**src/rtl/wterm_pkg.sv**
```systemverilog
`timescale 1ns/1ps
package wterm_pkg;

    // Command pins ordered {cs_n, ras_n, cas_n, we_n}
    typedef enum logic [3:0] {
        CMD_ACT = 4'b0011,
        CMD_RD  = 4'b0101,
        CMD_WR  = 4'b0100,
        CMD_PRE = 4'b0010,
        CMD_NOP = 4'b0111
    } sd_cmd_e;

    typedef enum logic [1:0] {
        MODE_FULL    = 2'b00,
        MODE_RD_CUT  = 2'b01,
        MODE_PRE_CUT = 2'b10,
        MODE_FULL_B  = 2'b11
    } term_mode_e;

    typedef enum logic [3:0] {
        ST_IDLE, ST_ACT, ST_RCD, ST_WR, ST_BURST,
        ST_WREC, ST_RD, ST_RDLAT, ST_PRE, ST_RP
    } seq_st_e;

    function automatic int ceil_div(input int num, input int den);
        return (num + den - 1) / den;
    endfunction

    function automatic int max2(input int a, input int b);
        return (a > b) ? a : b;
    endfunction

endpackage

```
**src/rtl/wterm_timer.sv**
```systemverilog
`timescale 1ns/1ps
module wterm_timer #(
    parameter int CNT_W = 4
) (
    input  logic             clk,
    input  logic             rst_n,
    input  logic             load,
    input  logic [CNT_W-1:0] load_val,
    output logic [CNT_W-1:0] cnt,
    output logic             zero
);
    always_ff @(posedge clk or negedge rst_n) begin
        if (!rst_n) begin
            cnt <= '0;
        end else if (load) begin
            cnt <= load_val;
        end else if (cnt != '0) begin
            cnt <= cnt - 1'b1;
        end
    end

    assign zero = (cnt == '0);
endmodule

```
**src/rtl/wterm_pin_drv.sv**
```systemverilog
`timescale 1ns/1ps
module wterm_pin_drv
    import wterm_pkg::*;
(
    input  sd_cmd_e cmd,
    output logic    cs_n,
    output logic    ras_n,
    output logic    cas_n,
    output logic    we_n
);
    assign {cs_n, ras_n, cas_n, we_n} = cmd;
endmodule

```
**src/rtl/wterm_seq.sv**
```systemverilog
`timescale 1ns/1ps
module wterm_seq
    import wterm_pkg::*;
#(
    parameter int DQ_W         = 16,
    parameter int ROW_W        = 12,
    parameter int COL_W        = 8,
    parameter int BA_W         = 2,
    parameter int BURST_LEN    = 4,
    parameter int CAS_LAT      = 2,
    parameter int AP_BIT       = 10,
    parameter int CLK_PS       = 10000,
    parameter int TWR_EXTRA_PS = 8000,
    parameter int TRP_PS       = 20000,
    parameter int TRCD_PS      = 20000,
    parameter int LEN_W        = $clog2(BURST_LEN + 1)
) (
    input  logic             clk,
    input  logic             rst_n,
    input  logic             req_valid,
    output logic             req_ready,
    input  logic [BA_W-1:0]  req_bank,
    input  logic [ROW_W-1:0] req_row,
    input  logic [COL_W-1:0] req_col,
    input  logic [LEN_W-1:0] req_len,
    input  logic [1:0]       req_mode,
    input  logic [DQ_W-1:0]  wr_data,
    output logic             wr_take,
    output logic             sd_cs_n,
    output logic             sd_ras_n,
    output logic             sd_cas_n,
    output logic             sd_we_n,
    output logic [BA_W-1:0]  sd_ba,
    output logic [ROW_W-1:0] sd_addr,
    output logic [DQ_W/8-1:0] sd_dmask,
    output logic             sd_dq_oe,
    output logic [DQ_W-1:0]  sd_dq_out,
    input  logic [DQ_W-1:0]  sd_dq_in,
    output logic             rd_valid,
    output logic [DQ_W-1:0]  rd_data
);
    localparam int DQM_W    = DQ_W / 8;
    localparam int T_WR_CYC = max2(2, 1 + ceil_div(TWR_EXTRA_PS, CLK_PS));
    localparam int T_RP_CYC = max2(2, ceil_div(TRP_PS, CLK_PS));
    localparam int T_RCD_CYC = max2(2, ceil_div(TRCD_PS, CLK_PS));
    // READ-cut wait also has to cover write recovery before PRECHARGE
    localparam int RD_HOLD  = max2(CAS_LAT, T_WR_CYC - 2);
    localparam int TMR_MAX  = max2(max2(BURST_LEN, RD_HOLD),
                                   max2(T_WR_CYC, max2(T_RP_CYC, T_RCD_CYC)));
    localparam int TMR_W    = $clog2(TMR_MAX + 1);
    localparam int CAP_AT   = RD_HOLD - CAS_LAT;

    seq_st_e st, st_n;

    logic [BA_W-1:0]  bank_q;
    logic [ROW_W-1:0] row_q;
    logic [COL_W-1:0] col_q;
    logic [LEN_W-1:0] words_q, words_d;
    logic             rd_cut_q, pre_cut_q;

    logic             tmr_load;
    logic [TMR_W-1:0] tmr_val, tmr_cnt;
    logic             tmr_zero;

    sd_cmd_e          cmd;
    logic             mask_on;

    // ---------------- request decode ----------------
    always_comb begin
        if (!(req_mode == MODE_RD_CUT || req_mode == MODE_PRE_CUT) ||
            req_len == '0 || req_len > LEN_W'(BURST_LEN)) begin
            words_d = LEN_W'(BURST_LEN);
        end else begin
            words_d = req_len;
        end
    end

    always_ff @(posedge clk or negedge rst_n) begin
        if (!rst_n) begin
            bank_q    <= '0;
            row_q     <= '0;
            col_q     <= '0;
            words_q   <= '0;
            rd_cut_q  <= 1'b0;
            pre_cut_q <= 1'b0;
        end else if (st == ST_IDLE && req_valid) begin
            bank_q    <= req_bank;
            row_q     <= req_row;
            col_q     <= req_col;
            words_q   <= words_d;
            rd_cut_q  <= (req_mode == MODE_RD_CUT);
            pre_cut_q <= (req_mode == MODE_PRE_CUT);
        end
    end

    // ---------------- state register ----------------
    always_ff @(posedge clk or negedge rst_n) begin
        if (!rst_n) st <= ST_IDLE;
        else        st <= st_n;
    end

    // ---------------- next state ----------------
    always_comb begin
        st_n = st;
        unique case (st)
            ST_IDLE:  if (req_valid) st_n = ST_ACT;
            ST_ACT:   st_n = ST_RCD;
            ST_RCD:   if (tmr_zero) st_n = ST_WR;
            ST_WR: begin
                if (words_q > LEN_W'(1)) st_n = ST_BURST;
                else                     st_n = rd_cut_q ? ST_RD : ST_WREC;
            end
            ST_BURST: if (tmr_zero) st_n = rd_cut_q ? ST_RD : ST_WREC;
            ST_WREC:  if (tmr_zero) st_n = ST_PRE;
            ST_RD:    st_n = ST_RDLAT;
            ST_RDLAT: if (tmr_zero) st_n = ST_PRE;
            ST_PRE:   st_n = ST_RP;
            ST_RP:    if (tmr_zero) st_n = ST_IDLE;
            default:  st_n = ST_IDLE;
        endcase
    end

    // Timer loaded on entry with (cycles to stay in the state) - 1
    assign tmr_load = (st_n != st);
    always_comb begin
        unique case (st_n)
            ST_RCD:   tmr_val = TMR_W'(T_RCD_CYC - 2);
            ST_BURST: tmr_val = TMR_W'(words_q) - TMR_W'(2);
            ST_WREC:  tmr_val = TMR_W'(T_WR_CYC - 2);
            ST_RDLAT: tmr_val = TMR_W'(RD_HOLD - 1);
            ST_RP:    tmr_val = TMR_W'(T_RP_CYC - 2);
            default:  tmr_val = '0;
        endcase
    end

    wterm_timer #(.CNT_W(TMR_W)) u_timer (
        .clk      (clk),
        .rst_n    (rst_n),
        .load     (tmr_load),
        .load_val (tmr_val),
        .cnt      (tmr_cnt),
        .zero     (tmr_zero)
    );

    // ---------------- outputs ----------------
    always_comb begin
        cmd       = CMD_NOP;
        sd_addr   = '0;
        sd_dq_oe  = 1'b0;
        wr_take   = 1'b0;
        mask_on   = 1'b0;
        req_ready = 1'b0;
        unique case (st)
            ST_IDLE:  req_ready = 1'b1;
            ST_ACT: begin
                cmd     = CMD_ACT;
                sd_addr = row_q;
            end
            ST_WR: begin
                cmd      = CMD_WR;
                sd_addr  = ROW_W'(col_q);
                sd_addr[AP_BIT] = 1'b0;
                sd_dq_oe = 1'b1;
                wr_take  = 1'b1;
            end
            ST_BURST: begin
                sd_dq_oe = 1'b1;
                wr_take  = 1'b1;
            end
            ST_WREC:  mask_on = pre_cut_q;
            ST_RD: begin
                cmd     = CMD_RD;
                sd_addr = ROW_W'(col_q);
                sd_addr[AP_BIT] = 1'b0;
            end
            ST_PRE: begin
                cmd     = CMD_PRE;
                mask_on = pre_cut_q;
            end
            default: ;
        endcase
    end

    assign sd_ba     = bank_q;
    assign sd_dmask  = {DQM_W{mask_on}};
    assign sd_dq_out = sd_dq_oe ? wr_data : '0;

    wterm_pin_drv u_pins (
        .cmd   (cmd),
        .cs_n  (sd_cs_n),
        .ras_n (sd_ras_n),
        .cas_n (sd_cas_n),
        .we_n  (sd_we_n)
    );

    // ---------------- read word capture ----------------
    always_ff @(posedge clk or negedge rst_n) begin
        if (!rst_n) begin
            rd_valid <= 1'b0;
            rd_data  <= '0;
        end else begin
            rd_valid <= (st == ST_RDLAT) && (tmr_cnt == TMR_W'(CAP_AT));
            if ((st == ST_RDLAT) && (tmr_cnt == TMR_W'(CAP_AT))) begin
                rd_data <= sd_dq_in;
            end
        end
    end
endmodule

```
**config.mk**
```make
export PLATFORM = sky130hd
export DESIGN_NAME = wterm_seq
export DESIGN_NICKNAME = d
export VERILOG_FILES = /design/src/rtl/wterm_pkg.sv /design/src/rtl/wterm_timer.sv /design/src/rtl/wterm_pin_drv.sv /design/src/rtl/wterm_seq.sv
export SDC_FILE = /design/constraint.sdc
export NUM_CORES = 1
export LEC_CHECK = 0
export CAP_MARGIN = 20
export CORE_MARGIN = 8
export CORE_UTILIZATION = 35
export DETAILED_ROUTE_END_ITERATION = 10
export DONT_BUFFER_PORTS = 1
export PLACE_DENSITY = 0.56
export SLEW_MARGIN = 20
export SYNTH_ARGS = -nofsm -noshare
export SYNTH_HDL_FRONTEND = slang
export SYNTH_HIERARCHICAL = 1
export SYNTH_SLANG_ARGS = --single-unit
```
**constraint.sdc**
```tcl
create_clock -name clk -period 2.75 [get_ports clk]
set_input_delay 0.4125 -clock clk [delete_from_list [all_inputs] [get_ports clk]]
set_output_delay 0.4125 -clock clk [all_outputs]
set_load 0.05 [all_outputs]
```
==> impl_metrics.yaml <==
run_status:
  status: "finished clean"
global_routing:
  grt_max_degree: 52
  gr-total-overflow: 0
  grt_pass1_wl_um: 11000
  grt.total_usage_pct: 12.0
  grt_pass1_vias: 2010
  antenna_found_initial: 1
setup_path:
  cp.arrival_ns: 2.10
  worstSetupEndpointType: "output port"
  startpoint_type: "flop"
  cp.required_ns: 2.34
  path_max_fanout: 18
  path_class: "reg2out"
floorplan:
  die_x_um: 105
  core_sq_mm: 0.00773
  fp.dieH_um: 105
  placementRows: 32
  initial_core_util_pct: 36.2
  die_area_sq_mm: 0.0111
  pin_count: 118
clock_tree:
  clk_latency_ns: 0.30
  h-tree-depth: 2
  cts_buffers: 5
  cts_tree: "yes"
  cts-root-buf: "clkbuf_8"
  clk_pin_slew_ns: 0.09
  cts_max_path_buffers: 2
  cts_sinks: 51
sta:
  fin_ws_ns: 0.240
  finClkSkew_ns: 0.00594
  slew_headroom_pct: 64.2
  rsz0062_at_grt: "no"
  finalSetupViolCount: 0
  finalCritPeriodShare_pct: 91.3
  max_freq_ghz: 0.398
  slew_viol_final: 0
  finalCriticalPeriod_ns: 2.51
  hold_violations: 0
  fin_tns_setup_ns: 0
  tightest_slew_ns: 0.539
detailed_routing:
  wire_per_inst_um: 18.0
  drcViolationCount: 0
  postRouteAntennaNets: 0
  dr.pass1.iters: 4
  vias_per_cell: 5.09
  routed_wl_um: 6490
  vias: 1839
  drtIter0Drc: 85
yosys:
  syn_inst: 240
  yosysMostFrequentCell: "dfrtp_1"
  synth_seq_cells: 51
  mappedNetlistArea_sq_mm: 0.00280
  yosys.area.top_type: "dfrtp_1"
  yosysWarnings: 6
  synth_ff_type: "dfrtp_1"
  synth_top_area_share_pct: 45.6
  syn_nets: 307
  async_reset_ff_share_pct: 100
  synth_common_cells: "dfrtp_1 (51), and2_1 (21), mux2_4 (19)"
  synth.area.top_cells: "dfrtp_1 (46%), mux2_4 (10%), mux2_1 (5.6%), and2_1 (4.7%), mux2_2 (2.8%)"
  synth_edf_count: 0
  syn_area_per_cell_sq_um: 11.7
  ys_types: 48
  ys_seq_area_share_pct: 45.6
power_and_ir_drop:
  power_density_mw_per_mm2: 1470
  clock_power_share_pct: 9.2
  p_switching_uw: 2490
  power_uw: 4890
  internal_power_uw: 2400
  power.share.sequential_pct: 34.7
  ir_drop_v: 0.000572
  p_leak_uw: 0.00148
  pwr-share-comb_pct: 56.0
  power.share.switching_pct: 50.9
cells_and_area:
  n_fill_cell: 730
  drive_above_1_share_pct: 28.3
  area_growth_pct: 19.2
  nNetsFinal: 324
placed_design:
  dp_hpwl_um: 4940
  place_congestion: 0.817
  pre_cts_slack_ns: 0.285
  port_buffers: 0
job:
  max_cap_viol_count: 0
hold_path:
  hp-class: "in2reg"
## stage by stage
step / hold WS (ns) / utilization [%] / std cells / cell area (sq um)
2_1_floorplan: 0.117 / - / 240 / 2800
3_3_place_gp: 0.118 / 41.1 / 349 / 3180
3_5_place_dp: 0.119 / 41.1 / 349 / 3180
4_1_cts: 0.220 / 42.8 / 359 / 3310
5_1_grt: 0.218 / 43.2 / 361 / 3330
6_report: 0.234 / 43.2 / 361 / 3330
## logic make-up after synthesis
| logic type | synth area share [%] |
|---|---|
| other | 0.134 |
| muxes | 18.6 |
| buffers and inverters | 7.29 |
| adders and majority gates | 2.24 |
| AOI/OAI and AO/OA | 9.66 |
| xor gates and xnor gates | 0.313 |
| DFF | 45.6 |
| and+or+nand+nor | 16.1 |
## worst paths after layout
kind	endpoint	depth (start not counted)	slack [ns]	from
worst max-delay path	sd_dq_out[1]	6	0.24	st[0]
worst max register to register	u_timer/cnt[0]	11	0.25	u_timer/cnt[0]
max in group asynchronous	st[1]	2	1.90	rst_n
worst min-delay path	col_q[5]	1	0.23	req_col[5]
min in group asynchronous	row_q[4]	2	0.63	rst_n
worst min register to register	row_q[11]	1	0.49	row_q[11]
## critical path: stages (launching register included)
cell	delay [ns]
dfrtp_1	0.48
buf_4	0.22
nand2_2	0.09
or2_1	0.27
a21oi_4	0.34
and2_1	0.24
buf_12	0.15
## final cells by class
cell class              instances  area (sq um)  share of cell area (%)
clock inverters                 1          8.76                   0.263
clock buffers                   7          86.3                    2.59
multi-input cells             157          1320                    39.7
repair buffers                 30           464                    13.9
flip-flops and latches         51          1280                    38.3
well taps                     102           128                    3.83
inverters                      12          45.0                    1.35
diodes                          1          2.50                  0.0750
## placed cells by master (no fill, tap or decap), types with 3 or more instances in the layout
cell / n
dfrtp_1: 50
nand2_1: 13
buf_4: 10
nor2_1: 9
buf_12: 17
ha_1: 5
clkbuf_8: 6
mux2_2: 7
o21ai_1: 3
mux2_1: 14
mux2_4: 19
and2_1: 21
o21ai_0: 10
a22o_1: 8
nor2b_1: 8
a21oi_1: 6
inv_1: 11
## registers in the layout, summed over array words and instances (netlist names)
register and cells:
rd_data 16, u_timer/cnt 3, row_q 12, words_q 3
sd_ba 2, col_q 8, rd_valid 1, pre_cut_q 1
st 4, rd_cut_q 1
## power groups by stage
stage,Combinational [uW],Clock [uW],Sequential (uW)
5_1_grt,2940,504,1760
3_3_place_gp,2670,0,1710
6_report,2740,452,1700
4_1_cts,2740,478,1700
2_1_floorplan,2180,0,1590
3_5_place_dp,2710,0,1710
## timing repair
| action | in CTS | in global routing |
|---|---|---|
| resized for setup | 0 | 1 |
| setup buffers | 0 | 1 |
| hold endpoints to repair | 51 | 0 |
| hold buffers | 2 | 0 |
| setup endpoints to repair | 0 | 24 |
## metal layers
metal / wire length, um / GRT usage [%] / share of wire [%] / up-vias
li1: - / - / - / 850
met1: 2860 / 15.4 / 44 / 891
met2: 2770 / 17.9 / 43 / 93
met3: 800 / 5.48 / 12 / 5
met4: 64 / 3.36 / 0.99 / 0
met5: 0 / 0 / 0 / -
Note: power is estimated with default switching activity, not from simulation.
